$ cat src/rtl/coef_run_seq.sv
module coef_run_seq #(
  parameter int ADDR_W       = 32,
  parameter int TBL_W        = 16,
  parameter int MAX_BLK      = 6,
  parameter int NB_W         = 3,
  parameter int COEF_PER_BLK = 64,
  parameter int ELEM_BYTES   = 2
) (
  input  logic              clk,
  input  logic              rst_n,
  input  logic              start,
  input  logic [NB_W-1:0]   cfg_nblk,
  input  logic [MAX_BLK-1:0] cfg_luma,
  input  logic [ADDR_W-1:0] cfg_src_base,
  input  logic [TBL_W-1:0]  cfg_dc_luma,
  input  logic [TBL_W-1:0]  cfg_dc_chroma,
  input  logic [TBL_W-1:0]  cfg_ac_luma,
  input  logic [TBL_W-1:0]  cfg_ac_chroma,
  output logic              busy,
  output logic              done,
  output logic              rd_valid,
  output logic [ADDR_W-1:0] rd_addr,
  output logic [NB_W-1:0]   blk_idx,
  output logic [$clog2(COEF_PER_BLK)-1:0] coef_idx,
  output logic              blk_is_luma,
  output logic [TBL_W-1:0]  dc_base,
  output logic [TBL_W-1:0]  ac_base
);
  localparam int CO_W   = $clog2(COEF_PER_BLK);
  localparam int LV_PAD = 2 ** NB_W;
  localparam logic [NB_W-1:0] MAX_N    = NB_W'(MAX_BLK);
  localparam logic [CO_W-1:0] LAST_CO  = CO_W'(COEF_PER_BLK - 1);
  localparam logic [TBL_W-1:0] ALIGN_M = ~TBL_W'(3);

  logic              busy_q, done_q;
  logic [NB_W-1:0]   blk_q, n_q;
  logic [CO_W-1:0]   coef_q;
  logic [ADDR_W-1:0] addr_q;
  logic [MAX_BLK-1:0] luma_q;
  logic [TBL_W-1:0]  dcl_q, dcc_q, acl_q, acc_q;

  logic [NB_W-1:0]   n_clamp;
  logic [LV_PAD-1:0] luma_pad;
  logic              accept, blk_end, last_elem;

  assign n_clamp   = (cfg_nblk > MAX_N) ? MAX_N : cfg_nblk;
  assign accept    = start && !busy_q;
  assign blk_end   = busy_q && (coef_q == LAST_CO);
  assign last_elem = blk_end && (blk_q == n_q - NB_W'(1));
  assign luma_pad  = LV_PAD'(luma_q);

  always_ff @(posedge clk) begin
    if (!rst_n) begin
      busy_q <= 1'b0;
      done_q <= 1'b0;
      blk_q  <= '0;
      n_q    <= '0;
      coef_q <= '0;
      addr_q <= '0;
      luma_q <= '0;
      dcl_q  <= '0;
      dcc_q  <= '0;
      acl_q  <= '0;
      acc_q  <= '0;
    end else begin
      done_q <= 1'b0;
      if (accept) begin
        n_q    <= n_clamp;
        luma_q <= cfg_luma;
        dcl_q  <= cfg_dc_luma;
        dcc_q  <= cfg_dc_chroma;
        acl_q  <= cfg_ac_luma;
        acc_q  <= cfg_ac_chroma;
        addr_q <= cfg_src_base;
        blk_q  <= '0;
        coef_q <= '0;
        if (n_clamp == '0) done_q <= 1'b1;
        else               busy_q <= 1'b1;
      end else if (busy_q) begin
        addr_q <= addr_q + ADDR_W'(ELEM_BYTES);
        coef_q <= coef_q + CO_W'(1);
        if (blk_end) blk_q <= blk_q + NB_W'(1);
        if (last_elem) begin
          busy_q <= 1'b0;
          done_q <= 1'b1;
        end
      end
    end
  end

  assign busy        = busy_q;
  assign rd_valid    = busy_q;
  assign done        = done_q;
  assign rd_addr     = addr_q;
  assign blk_idx     = blk_q;
  assign coef_idx    = coef_q;
  assign blk_is_luma = luma_pad[blk_q];
  assign dc_base     = (blk_is_luma ? dcl_q : dcc_q) & ALIGN_M;
  assign ac_base     = (blk_is_luma ? acl_q : acc_q) & ALIGN_M;

  assert_addr_stride_R2: assert property (@(posedge clk) disable iff (!rst_n)
    busy && $past(busy) |-> rd_addr == $past(rd_addr) + ADDR_W'(ELEM_BYTES));

  assert_blk_in_range_R3: assert property (@(posedge clk) disable iff (!rst_n)
    busy |-> blk_idx < MAX_N);

  assert_base_aligned_R6: assert property (@(posedge clk) disable iff (!rst_n)
    dc_base[1:0] == 2'b00 && ac_base[1:0] == 2'b00);

  assert_block_stable_R7: assert property (@(posedge clk) disable iff (!rst_n)
    busy && $past(busy) && coef_idx != '0 |->
      $stable(blk_idx) && $stable(dc_base) && $stable(ac_base) && $stable(blk_is_luma));

  assert_start_ignored_R8: assert property (@(posedge clk) disable iff (!rst_n)
    busy && start && coef_idx != LAST_CO |=> busy && coef_idx == $past(coef_idx) + CO_W'(1));

  assert_done_pulse_R10: assert property (@(posedge clk) disable iff (!rst_n)
    done && !start |=> !done);

  assert_done_idle_R10: assert property (@(posedge clk) disable iff (!rst_n)
    done |-> !busy && !rd_valid);
endmodule

$ cat config.mk
export PLATFORM = sky130hd
export DESIGN_NAME = coef_run_seq
export DESIGN_NICKNAME = d
export VERILOG_FILES = /design/src/rtl/coef_run_seq.sv
export SDC_FILE = /design/constraint.sdc
export NUM_CORES = 1
export LEC_CHECK = 0
export ABC_AREA = 1
export BUFFER_PORTS_ARGS = -buffer_cell sky130_fd_sc_hd__buf_2
export CAP_MARGIN = 20
export CORE_MARGIN = 2
export CORE_UTILIZATION = 45
export DETAILED_ROUTE_END_ITERATION = 8
export PLACE_DENSITY = 0.82
export SLEW_MARGIN = 5
export SYNTH_ARGS = -nofsm -noshare
export SYNTH_HDL_FRONTEND = slang
export SYNTH_SLANG_ARGS = --single-unit
$ cat constraint.sdc
create_clock -name clk -period 4.2 [get_ports clk]
set_input_delay 0.63 -clock clk [delete_from_list [all_inputs] [get_ports clk]]
set_output_delay 0.63 -clock clk [all_outputs]
set_load 0.05 [all_outputs]
### Word-level counts from Yosys, hierarchy flattened

Index checks and enable logic that the tools add are counted.

* flip-flop bits (word level): 116
* bits of input ports: 108
* output and inout port bits: 77
* logic and storage cells: 44

* $add $sub $neg: 4
* magnitude comparators: 2
* eq/ne operators: 3
* mux-type cells: 15
* bitwise operators: 1
* reductions and logical operators: 8

Operators by type and width (number)
* 2-to-1 mux 32 bit: 2
* adder 32 x 2 -> 32 bit, second input constant: 1
* 2-to-1 mux 16 bit: 2
* 2-to-1 mux 1 bit: 9
* adder 6 x 1 -> 6 bit, second input constant: 1
* == test 6 bit, second input constant: 1
* less-than comparator 3 x 4 -> 1 bit, second input constant: 1
* adder 3 x 1 -> 3 bit, second input constant: 1
* binary-select mux 1 bit (select 3 bit): 1
* == test 3 bit: 1
* greater-than comparator 3 bit, second input constant: 1
* logical AND 1 bit: 3
* zero test 3 bit: 1
* 2-to-1 mux 3 bit: 1
* subtractor 3 x 1 -> 3 bit, second input constant: 1
* inequality test 2 bit, second input constant: 1
* AND reduction 2 bit: 1
* nonzero test 2 bit: 1
* OR reduction 2 bit: 1
* zero test 1 bit: 1
* inverter 1 bit: 1

### Depth between registers and ports, before layout

Gate-level depths: netlist (run 1).

* depth after elaboration: 6
* gate-level depth with buffers: 11
* gate-level depth less buffers: 11

### Least setup slack after synthesis (run 1)

OpenSTA, ideal clock, no wires.

* path type: register -> output
* from: reg blk_q[0], in the netlist blk_idx[0]
* to: out ac_base[10]
* data arrival time: 1.949 ns
* data required time: 3.570 ns
* path slack: 1.621 ns
* cell stages (with the launch flop): 8
* path buffers: 1
* path through: dfxtp_1 o21ai_0 o22ai_1 nand2_1 nand2_1 buf_2 nand2_1 nand2_1

* longest elaborated chain between the ends: 3

Ends and longest elaborated chain
* from (decl): RTL line 36 `logic [NB_W-1:0] blk_q, n_q;`
* from (signal assigned): RTL line 82 `if (blk_end) blk_q <= blk_q + NB_W'(1);`
* binary-select mux 1 bit (select 3 bit): RTL line 97 `assign blk_is_luma = luma_pad[blk_q];`
* 2-to-1 mux 1 bit (implied by the code): RTL line 97
* via blk_is_luma: RTL line 25 `output logic blk_is_luma,`
* 2-to-1 mux 16 bit: RTL line 99 `assign ac_base = (blk_is_luma ? acl_q : acc_q) & ALIGN_M;`
* to (decl): RTL line 27 `output logic [TBL_W-1:0] ac_base`

The timed path passes the listed nets, and every way through them passes these cells. The select of a mux whose other input is x is not followed.

### Worst setup path in the final report (run 1)

* from: reg blk_q[0], in the netlist blk_idx[0]
* to: out dc_base[3]

* longest elaborated chain between the ends: 3

Ends and longest elaborated chain
* binary-select mux 1 bit (select 3 bit): RTL line 97
* 2-to-1 mux 1 bit (implied by the code): RTL line 97
* 2-to-1 mux 16 bit: RTL line 98 `assign dc_base = (blk_is_luma ? dcl_q : dcc_q) & ALIGN_M;`
* to (decl): RTL line 26 `output logic [TBL_W-1:0] dc_base,`

No other way between the ends. The select of a mux whose other input is x is not followed.

==> impl_metrics.csv, run 1 <==
group,metric,value,unit
global_routing,sum_of_overflow_across_all_layers_after_global_routing,0,
timing,timing.final.max_slew_violations,0,
setup_path,cp_slowest_cell,"sky130_fd_sc_hd__dfxtp_1",
timing,post-route-period-util,76.7,%
setup_path,critical_path.reg2reg.endpoint,"rd_addr[22]",
synth,ys.warnings.count,0,
setup_path,crit_arrival,2.59,ns
timing,tightestPinTransition,0.891,ns
detailed_routing,wl_met3,1350,um
setup_path,cpPeakStageDelay,0.47,ns
detailed_routing,detail_route.wl_per_cell,13.1,um
run_status,status,"finished clean",
setup_path,cp_top_family,"buffers and inverters",
detailed_routing,drt-pass1-iter-count,4,
cells_and_area,layout_common_cells,"sky130_fd_sc_hd__nor2_1, sky130_fd_sc_hd__nand2_1, sky130_fd_sc_hd__buf_2",
global_routing,gr-usage-all-layers,22.7,%
detailed_routing,routed-via-count,5680,
synth,ys_seq_area_share,39.8,%
global_routing,grt_pass1_wl,23900,um
clock_network,holdBufCountCts,0,
detailed_routing,detail_route.vias_per_cell,5.04,
min_path,min_delay_endpoint,"n_q[1]",
synth,synth_xor_xnor_area_share,1.61,%
timing,max-slew-margin-rel,40.6,%
setup_path,worstPathCellList,"inv_2 > o21ai_1 > o22ai_1 > nand2_1 > buf_4 > nand2_1 > buf_4 > nand2_1 > nand2_1 > buf_2",
place,dpl.hpwl,10100,um
detailed_routing,met2WireLength,6840,um
clock_network,cts.clk_slew.worst_paths,0.08,ns
timing,setup_total_negative_slack,0,ns
floorplanning,starting_utilization_of_the_core_area,45.6,%
cells_and_area,flow.area_growth_from_synthesis,22.0,%
global_routing,grt_max_degree,97,
power,p_per_area,392,nW/um^2
cells_and_area,fin_util,55.7,%
synth,dominant_combinational_cell_family_by_area_after_synthesis,"simple AND/OR/NAND/NOR gates",
timing,max_freq,0.310,GHz
timing,report.final.setup_viol,0,
cells_and_area,final_net_count,1087,
floorplanning,placementRows,40,
detailed_routing,remaining_drc_errors,0,
synth,synth-adder-area-share,0.921,%
setup_path,critical-path-top-cell-by-count,"sky130_fd_sc_hd__nand2_1",
clock_network,htreeDepth,3,
job,cap_violations,0,
cells_and_area,drive_above_1_share,22.1,%
floorplanning,die_area,13000,um^2
detailed_routing,highest_signal_layer_in_the_routed_design,"met4",
cells_and_area,layout.filler_cells,1150,
setup_path,critPathLaunchType,"register",
timing,timing.clock.skew,0.00758,ns
clock_network,clockBufferDepth,2,
setup_path,critical_path.max_fanout,29,
synth,synth_seq_cells,108,
power,p_leak,3.20,nW
power,peakVddDrop,0.365,mV
synth,avgSynthCellArea,6.56,um^2
global_routing,number_of_global_route_vias_before_repair,5180,
timing,min_period,3.22,ns
synth,synth_compound_gate_area_share,14.4,%
setup_path,timing_worst_setup_path_type,"reg2out",
detailed_routing,m1WireLength,6330,um
min_path,worstHoldStart,"n_q[1]",
cells_and_area,layout_commonest_cell,"sky130_fd_sc_hd__nor2_1",
setup_path,setup.worst_path.end_class,"output pin",
place,placement.io_buffers,172,
clock_network,cts_tree,"done",
synth,synth.area.top_cells,"sky130_fd_sc_hd__dfxtp_1, sky130_fd_sc_hd__nor2_1, sky130_fd_sc_hd__nand2_1, sky130_fd_sc_hd__o21ai_0, sky130_fd_sc_hd__nand3_1",
floorplanning,floorplan.core_area,11900,um^2
synth,synth_largest_type_area_fraction,39.8,%
clock_network,insertion_delay,0.36,ns
setup_path,reg2reg_from,"busy",
setup_path,worst_ep_required_time,3.57,ns
synth,post_synth_design_cell_area,5430,um^2
cells_and_area,antenna-diode-count,0,
floorplanning,die_y,114,um
floorplanning,floorplan.die.width,114,um
detailed_routing,antenna_left,0,
setup_path,r2r_slack,2.19,ns
detailed_routing,route.final.wire_length,14800,um
place,gp_congestion,0.900,
clock_network,clkSinkCount,108,
floorplanning,boundaryPins,185,
synth,synthesis.instances,828,
global_routing,grt_antenna_before_repair,0,
setup_path,worst_r2r_path_depth,7,
timing,rsz0062_at_grt,"false",
clock_network,numCtsBuffers,9,
setup_path,cp.buffers_inverters,4,
timing,final-hold-violation-count,0,
min_path,timing.hold.worst.class,"reg2reg",
synth,synth.largest_area_cell,"sky130_fd_sc_hd__dfxtp_1",
detailed_routing,drt-initial-drc-count,448,
synth,synthSimpleGateAreaFrac,34.8,%
min_path,whs_path_depth,2,
synth,share_of_synthesized_area_spent_on_multiplexers,0,%
clock_network,cts_setup_buffers,0,
clock_network,cts_root_buf,"sky130_fd_sc_hd__clkbuf_16",
clock_network,cts-resized-gates,0,
synth,synth_cell_type_count,37,
stage by stage:
stage / total power, mW / setup WS (ns) / std cells / hold WS [ns] / cell area [um^2]
after floorplan: 1.56 / 1.62 / 831 / 0.447 / 5450
after global placement: 1.70 / 1.40 / 1111 / 0.464 / 6310
after detailed placement: 1.70 / 1.39 / 1111 / 0.467 / 6310
after CTS: 2.62 / 0.978 / 1127 / 0.477 / 6630
after global routing: 2.71 / 0.765 / 1127 / 0.475 / 6630
final: 2.60 / 0.977 / 1127 / 0.479 / 6630
report_power, final:
group | leakage [nW] | total (mW) | switching, mW | internal (mW)
Clock | 0.154 | 0.914 | 0.432 | 0.482
Combinational | 2.15 | 0.533 | 0.383 | 0.149
Sequential | 0.891 | 1.15 | 0.0551 | 1.10
Total | 3.20 | 2.60 | 0.870 | 1.73
worst max path at each step:
stage,depth (start not counted),end,startpoint,slack (ns)
after floorplan,7,ac_base[10],blk_idx[0],1.62
after global placement,10,ac_base[10],blk_idx[0],1.40
after detailed placement,10,ac_base[7],blk_idx[0],1.39
after CTS,10,dc_base[3],blk_idx[0],0.98
after global routing,10,dc_base[15],blk_idx[0],0.76
final,10,dc_base[3],blk_idx[0],0.98
final cells by class:
| type | count | area (um^2) | area share, % |
|---|---|---|---|
| clock buffer | 9 | 225 | 3.40 |
| clock inverter | 7 | 91.3 | 1.38 |
| inverter | 56 | 210 | 3.17 |
| multi-input combinational | 619 | 2830 | 42.7 |
| sequential | 108 | 2160 | 32.6 |
| tap | 147 | 184 | 2.77 |
| timing repair buffer | 181 | 928 | 14.0 |
synthesized netlist by cell type (all sizes together):
cell    instances
nor2          196
nand2         188
dfxtp         108
o21ai          89
nand3          57
inv            55
a21oi          33
buf            26
clkbuf         22
nor3           10
a31oi           8
xor2            8
a22o            6
ha              4
a211oi          3
o211ai          3
nand4           2
nor3b           2
xnor2           2
a22oi           1
and2            1
clkinv          1
conb            1
o22ai           1
o32ai           1
registers in the layout (all words and copies together) (netlist names):
| register | flops |
|---|---|
| n_q | 3 |
| dcc_q | 14 |
| coef_idx | 6 |
| dcl_q | 14 |
| busy | 1 |
| luma_q | 6 |
| rd_addr | 32 |
| acl_q | 14 |
| blk_idx | 3 |
| acc_q | 14 |
| done | 1 |
kinds of logic after synthesis:
group / after synthesis
simple gates: 456
xor+xnor: 10
fa+ha+maj: 4
flops: 108
other cells: 1
compound gates: 145
buf+inv: 104
worst reg2reg max path, delay by kind of cell, from the launching register on:
kind	cells	cell delay (ns)
flip-flops	1	0.43
buffers and inverters	3	0.92
AND/OR/NAND/NOR	2	0.24
AO/OA/AOI/OAI	2	0.30
metal layers:
layer,global-route usage (%),up-vias
met4,6.91,0
met2,36.6,201
li1,-,2941
met5,0,-
met3,8.82,23
met1,28.3,2515
No activity file was read; power rests on OpenSTA's default activity.
==> run 2: changes to the inputs <==
--- a/config.mk
+++ b/config.mk
@@ -11,7 +11,7 @@
 export CORE_MARGIN = 2
 export CORE_UTILIZATION = 45
 export DETAILED_ROUTE_END_ITERATION = 8
-export PLACE_DENSITY = 0.82
+export PLACE_DENSITY = 0.85
 export SLEW_MARGIN = 5
 export SYNTH_ARGS = -nofsm -noshare
 export SYNTH_HDL_FRONTEND = slang
==> constraint.sdc (replaced) <==
create_clock -name clk -period 2.9 [get_ports clk]
set_input_delay 0.435 -clock clk [delete_from_list [all_inputs] [get_ports clk]]
set_output_delay 0.435 -clock clk [all_outputs]
set_load 0.05 [all_outputs]
==> impl_metrics.csv, run 2 (synthesis results as in run 1) <==
group,metric,value,unit
setup_path,worstPathCellList,"o21ai_0 > o22ai_1 > nand2_1 > nand2_1 > buf_4 > nand2_1 > nand2_1 > buf_2",
cells_and_area,layout_commonest_cell,"sky130_fd_sc_hd__nor2_1",
clock_network,numCtsBuffers,9,
setup_path,cp-endpoint,"dc_base[15]",
clock_network,cts-resized-gates,0,
clock_network,cts_root_buf,"sky130_fd_sc_hd__clkbuf_16",
detailed_routing,drt-initial-drc-count,430,
cells_and_area,final_net_count,1088,
setup_path,cpPeakStageDelay,0.46,ns
power,power.share.combinational,21.2,%
setup_path,r2r_slack,1.07,ns
detailed_routing,antenna_left,0,
power,switching_share,33.3,%
setup_path,setup.worst_path.end_class,"output pin",
clock_network,cts.clk_slew.worst_paths,0.07,ns
setup_path,critical_path.reg2reg.endpoint,"rd_addr[16]",
timing,report.final.setup_viol,0,
setup_path,worst_ep_required_time,2.47,ns
timing,setup_total_negative_slack,0,ns
floorplanning,boundaryPins,185,
setup_path,worstSetupPathDepth,8,
timing,rsz0062_at_grt,"false",
floorplanning,die_y,114,um
cells_and_area,area_of_the_multi_input_gates,2830,um^2
place,pre_cts_slack,0.850,ns
setup_path,critical_path.max_fanout,29,
clock_network,clkSinkCount,108,
timing,final-hold-violation-count,0,
run_status,status,"finished clean",
cells_and_area,instances_no_fill,1128,
power,power.share.clock,32.9,%
setup_path,launching_element_of_the_worst_setup_path,"blk_idx[0]",
detailed_routing,routed-via-count,5760,
detailed_routing,drt-pass1-iter-count,5,
detailed_routing,remaining_drc_errors,0,
place,placement.io_buffers,172,
place,dpl.hpwl,10100,um
setup_path,reg2reg_from,"busy",
global_routing,number_of_global_route_vias_before_repair,5040,
setup_path,cp_slowest_cell,"sky130_fd_sc_hd__dfxtp_1",
timing,min_period,2.46,ns
setup_path,worst_r2r_path_depth,6,
global_routing,grt_max_degree,67,
timing,timing.clock.skew,0.00525,ns
setup_path,crit_arrival,2.02,ns
clock_network,insertion_delay,0.35,ns
clock_network,htreeDepth,3,
floorplanning,starting_utilization_of_the_core_area,45.6,%
timing,tightestPinTransition,0.655,ns
setup_path,critPathLaunchType,"register",
cells_and_area,seqCellArea,2160,um^2
floorplanning,floorplan.die.width,114,um
timing,max_freq,0.407,GHz
global_routing,grt_pass1_wl,23700,um
power,switchingPower,1.21,mW
cells_and_area,layout_common_cells,"sky130_fd_sc_hd__nor2_1, sky130_fd_sc_hd__nand2_1, sky130_fd_sc_hd__buf_2",
clock_network,cts_setup_buffers,0,
floorplanning,floorplan.core_area,11900,um^2
place,gp_congestion,0.910,
global_routing,sum_of_overflow_across_all_layers_after_global_routing,0,
clock_network,clockBufferDepth,2,
power,report.power.total,3.64,mW
cells_and_area,drive_above_1_share,22.1,%
detailed_routing,detail_route.vias_per_cell,5.11,
timing,hold_slack,0.304,ns
setup_path,cp_top_family,"buffers and inverters",
detailed_routing,route.final.wire_length,14700,um
power,cellInternalPower,2.42,mW
clock_network,holdBufCountCts,0,
setup_path,critical-path-top-cell-by-count,"sky130_fd_sc_hd__nand2_1",
floorplanning,die_area,13000,um^2
timing,timing.final.max_slew_violations,0,
power,p_leak,3.19,nW
cells_and_area,largest_register_ffs,32,
timing,post-route-period-util,84.8,%
place,place_inst,1112,
cells_and_area,antenna-diode-count,0,
power,power_frac_seq,45.9,%
power,peakVddDrop,0.430,mV
global_routing,gr-usage-all-layers,22.6,%
cells_and_area,flow.area_growth_from_synthesis,21.6,%
min_path,timing.hold.worst.class,"in2reg",
setup_path,timing_worst_setup_path_type,"reg2out",
min_path,whs_path_depth,3,
timing,max-slew-margin-rel,56.3,%
setup_path,cp.buffers_inverters,2,
timing,finalWorstSetupSlack,0.442,ns
detailed_routing,detail_route.wl_per_cell,13.0,um
floorplanning,placementRows,40,
cells_and_area,layout.filler_cells,1127,
clock_network,cts_tree,"done",
job,cap_violations,0,
power,p_per_area,550,nW/um^2
global_routing,grt_antenna_before_repair,0,
[run 2: routing by layer]
metal | global-route usage (%) | wire, um | share of wire [%] | up-vias
li1 | - | - | - | 2941
met5 | 0 | 0 | 0 | -
met1 | 28.4 | 6210 | 42 | 2572
met3 | 7.70 | 1370 | 9.4 | 12
met2 | 37.0 | 6900 | 47 | 235
met4 | 6.42 | 169 | 1.2 | 0
[run 2: area by class of cell]
type / instances / share of cell area (%)
inverters: 56 / 3.18
flip-flops and latches: 108 / 32.7
well taps: 147 / 2.78
multi-input cells: 619 / 42.8
repair buffers: 182 / 14.2
clock buffers: 11 / 3.67
clock inverters: 5 / 0.700
[run 2: worst min path at each step]
stage,start,to,slack (ns)
global placement,n_q[1],n_q[1],0.46
CTS,cfg_dc_luma[6],dcl_q[6],0.29
floorplan,n_q[1],n_q[1],0.45
finish,cfg_dc_luma[6],dcl_q[6],0.30
detailed placement,n_q[1],n_q[1],0.47
global route,cfg_ac_luma[3],acl_q[3],0.30
[run 2: worst reg2reg max path, delay by kind of cell, from the launching register on]
family / cells / cell delay, ns
buf+inv: 2 / 0.61
compound gates: 2 / 0.35
simple gates: 2 / 0.17
flops: 1 / 0.59
[run 2: through the flow]
| stage | instance area [um^2] | utilization [%] |
|---|---|---|
| floorplan | 5450 | - |
| global placement | 6320 | 53.1 |
| detailed placement | 6320 | 53.1 |
| CTS | 6610 | 55.5 |
| global route | 6610 | 55.5 |
| finish | 6610 | 55.5 |
[run 2: power by group through the flow]
| stage | clock network (mW) | registers [mW] | logic, mW |
|---|---|---|---|
| 6_report | 1.20 | 1.67 | 0.770 |
| 5_1_grt | 1.28 | 1.68 | 0.843 |
| 4_1_cts | 1.23 | 1.67 | 0.771 |
| 3_5_place_dp | 0 | 1.70 | 0.767 |
| 3_3_place_gp | 0 | 1.70 | 0.760 |
| 2_1_floorplan | 0 | 1.79 | 0.471 |
==> run 3: changes to the inputs <==
==> constraint.sdc (replaced) <==
create_clock -name clk -period 2.18 [get_ports clk]
set_input_delay 0.327 -clock clk [delete_from_list [all_inputs] [get_ports clk]]
set_output_delay 0.327 -clock clk [all_outputs]
set_load 0.05 [all_outputs]
==> impl_metrics.csv, run 3 (synthesis results as in run 1) <==
group,metric,value,unit
setup_path,critical_path.reg2reg.endpoint,"rd_addr[23]",
timing,post-route-period-util,98.0,%
cells_and_area,layout.filler_cells,1087,
setup_path,worstPathCellList,"inv_4 > nor2_1 > o22ai_1 > nand2_2 > nand2_4 > buf_12 > nand2_1 > nand2_1 > clkbuf_4",
place,place_inst,1116,
timing,max_freq,0.468,GHz
timing,timing.clock.skew,0.00547,ns
cells_and_area,largest_register_ffs,32,
timing,final-hold-violation-count,0,
setup_path,cp_slowest_cell,"sky130_fd_sc_hd__dfxtp_4",
detailed_routing,detail_route.vias_per_cell,5.19,
timing,hold_slack,0.181,ns
global_routing,grt_max_degree,54,
detailed_routing,drt-initial-drc-count,466,
clock_network,insertion_delay,0.36,ns
clock_network,htreeDepth,3,
power,switching_share,34.0,%
power,switchingPower,1.68,mW
min_path,min_delay_endpoint,"dcl_q[13]",
clock_network,cts.clk_slew.worst_paths,0.08,ns
setup_path,cpPeakStageDelay,0.38,ns
detailed_routing,routed-via-count,5892,
clock_network,cts_tree,"done",
setup_path,critical_path.max_fanout,15,
min_path,worstHoldStart,"cfg_dc_luma[13]",
cells_and_area,flow.area_growth_from_synthesis,25.6,%
floorplanning,starting_utilization_of_the_core_area,45.6,%
detailed_routing,route.final.wire_length,15400,um
cells_and_area,drive_above_1_share,23.2,%
detailed_routing,detail_route.wl_per_cell,13.6,um
timing,tightestPinTransition,0.547,ns
power,cellInternalPower,3.26,mW
power,p_leak,3.25,nW
power,power.share.combinational,22.4,%
min_path,whs_path_depth,3,
cells_and_area,layout_common_cells,"sky130_fd_sc_hd__nor2_1, sky130_fd_sc_hd__nand2_1, sky130_fd_sc_hd__buf_2",
run_status,status,"finished clean",
timing,min_period,2.14,ns
power,p_per_area,724,nW/um^2
setup_path,worst_ep_required_time,1.85,ns
place,placement.io_buffers,172,
setup_path,reg2reg_from,"busy",
clock_network,cts_root_buf,"sky130_fd_sc_hd__clkbuf_16",
setup_path,critical-path-top-cell-by-count,"sky130_fd_sc_hd__nand2_1",
setup_path,setup.worst_path.end_class,"output pin",
global_routing,grt_antenna_before_repair,1,
floorplanning,placementRows,40,
place,dpl.hpwl,10600,um
cells_and_area,final_net_count,1094,
global_routing,sum_of_overflow_across_all_layers_after_global_routing,0,
global_routing,gr-usage-all-layers,23.1,%
power,peakVddDrop,0.561,mV
clock_network,cts_setup_buffers,0,
timing,report.final.setup_viol,0,
floorplanning,floorplan.die.width,114,um
power,power.share.clock,32.7,%
timing,timing.final.max_slew_violations,0,
setup_path,crit_arrival,1.81,ns
setup_path,timing_worst_setup_path_type,"reg2out",
job,cap_violations,0,
floorplanning,floorplan.core_area,11900,um^2
floorplanning,die_y,114,um
power,power_frac_seq,44.9,%
setup_path,cp.buffers_inverters,3,
global_routing,grt_pass1_wl,24400,um
clock_network,clockBufferDepth,2,
setup_path,cp_top_family,"buffers and inverters",
detailed_routing,antenna_left,0,
setup_path,worst_r2r_path_depth,6,
detailed_routing,remaining_drc_errors,0,
timing,max-slew-margin-rel,63.5,%
setup_path,r2r_slack,0.45,ns
clock_network,clkSinkCount,108,
setup_path,critPathLaunchType,"register",
clock_network,numCtsBuffers,9,
cells_and_area,layout_commonest_cell,"sky130_fd_sc_hd__nor2_1",
timing,setup_total_negative_slack,0,ns
detailed_routing,drt-pass1-iter-count,5,
floorplanning,boundaryPins,185,
floorplanning,die_area,13000,um^2
global_routing,number_of_global_route_vias_before_repair,5213,
place,gp_congestion,0.926,
min_path,timing.hold.worst.class,"in2reg",
cells_and_area,instances_no_fill,1135,
## run 3: cell types whose count changed in the layout (fill, tap and decap cells not counted), sizes merged
cell / previous run / this run
clkinv: 5 / 2
diode: 0 / 1
clkinvlp: 0 / 1
clkbuf: 11 / 16
inv: 56 / 59
## run 3: worst register-to-register path, cell delays in order (launching register included)
cell and delay, ns:
sky130_fd_sc_hd__dfxtp_1 0.67, sky130_fd_sc_hd__nor2_1 0.14, sky130_fd_sc_hd__buf_4 0.20, sky130_fd_sc_hd__inv_1 0.28
sky130_fd_sc_hd__o21ai_0 0.14, sky130_fd_sc_hd__a21oi_1 0.14, sky130_fd_sc_hd__nor2_1 0.05
## run 3: timing repair
action,in CTS,in global routing
hold buffers,0,0
pin swaps,0,1
gates cloned,0,2
endpoints found under the setup margin,2,28
gates resized for setup,2,62
## run 3: final cells by class
cell class	count	area, um^2	area share (%)
Antenna cell	1	2.50	0.0367
Clock buffer	10	229	3.35
Clock inverter	6	56.3	0.825
Inverter	56	213	3.12
Multi-Input combinational cell	619	2840	41.7
Sequential cell	108	2170	31.8
Tap cell	147	184	2.69
Timing Repair Buffer	188	1130	16.5
## run 3: per-stage QoR
step / cell area [um^2] / worst slack [ns] / power (mW) / utilization (%)
after global routing: 6830 / -0.0371 / 5.14 / 57.3
after detailed placement: 6380 / 0.384 / 3.30 / 53.6
after global placement: 6380 / 0.395 / 3.29 / 53.6
final: 6830 / 0.0436 / 4.94 / 57.3
after floorplan: 5450 / 0.127 / 3.00 / -
after CTS: 6670 / 0.00181 / 4.90 / 56.0
## run 3: power groups by stage
stage | sequential, mW | clock, mW | combinational [mW]
2_1_floorplan | 2.38 | 0 | 0.626
3_3_place_gp | 2.26 | 0 | 1.03
3_5_place_dp | 2.26 | 0 | 1.04
4_1_cts | 2.22 | 1.63 | 1.05
5_1_grt | 2.23 | 1.71 | 1.20
6_report | 2.22 | 1.62 | 1.11
## run 3: metal layers
metal	track usage [%]	vias to the layer above	wire length (um)
met5	0	-	0
met4	9.02	0	343
met3	6.85	31	1600
met2	38.4	271	7210
met1	28.4	2633	6270
li1	-	2957	-
## run 3: worst max-delay path by stage
stage	from	end	slack [ns]	depth (start not counted)
after floorplan	blk_idx[2]	ac_base[10]	0.13	7
after global placement	blk_idx[0]	dc_base[4]	0.39	9
after detailed placement	blk_idx[0]	dc_base[4]	0.38	9
after CTS	blk_idx[0]	dc_base[14]	0.002	9
after global routing	blk_idx[0]	ac_base[8]	-0.04	9
final	blk_idx[0]	dc_base[12]	0.04	9
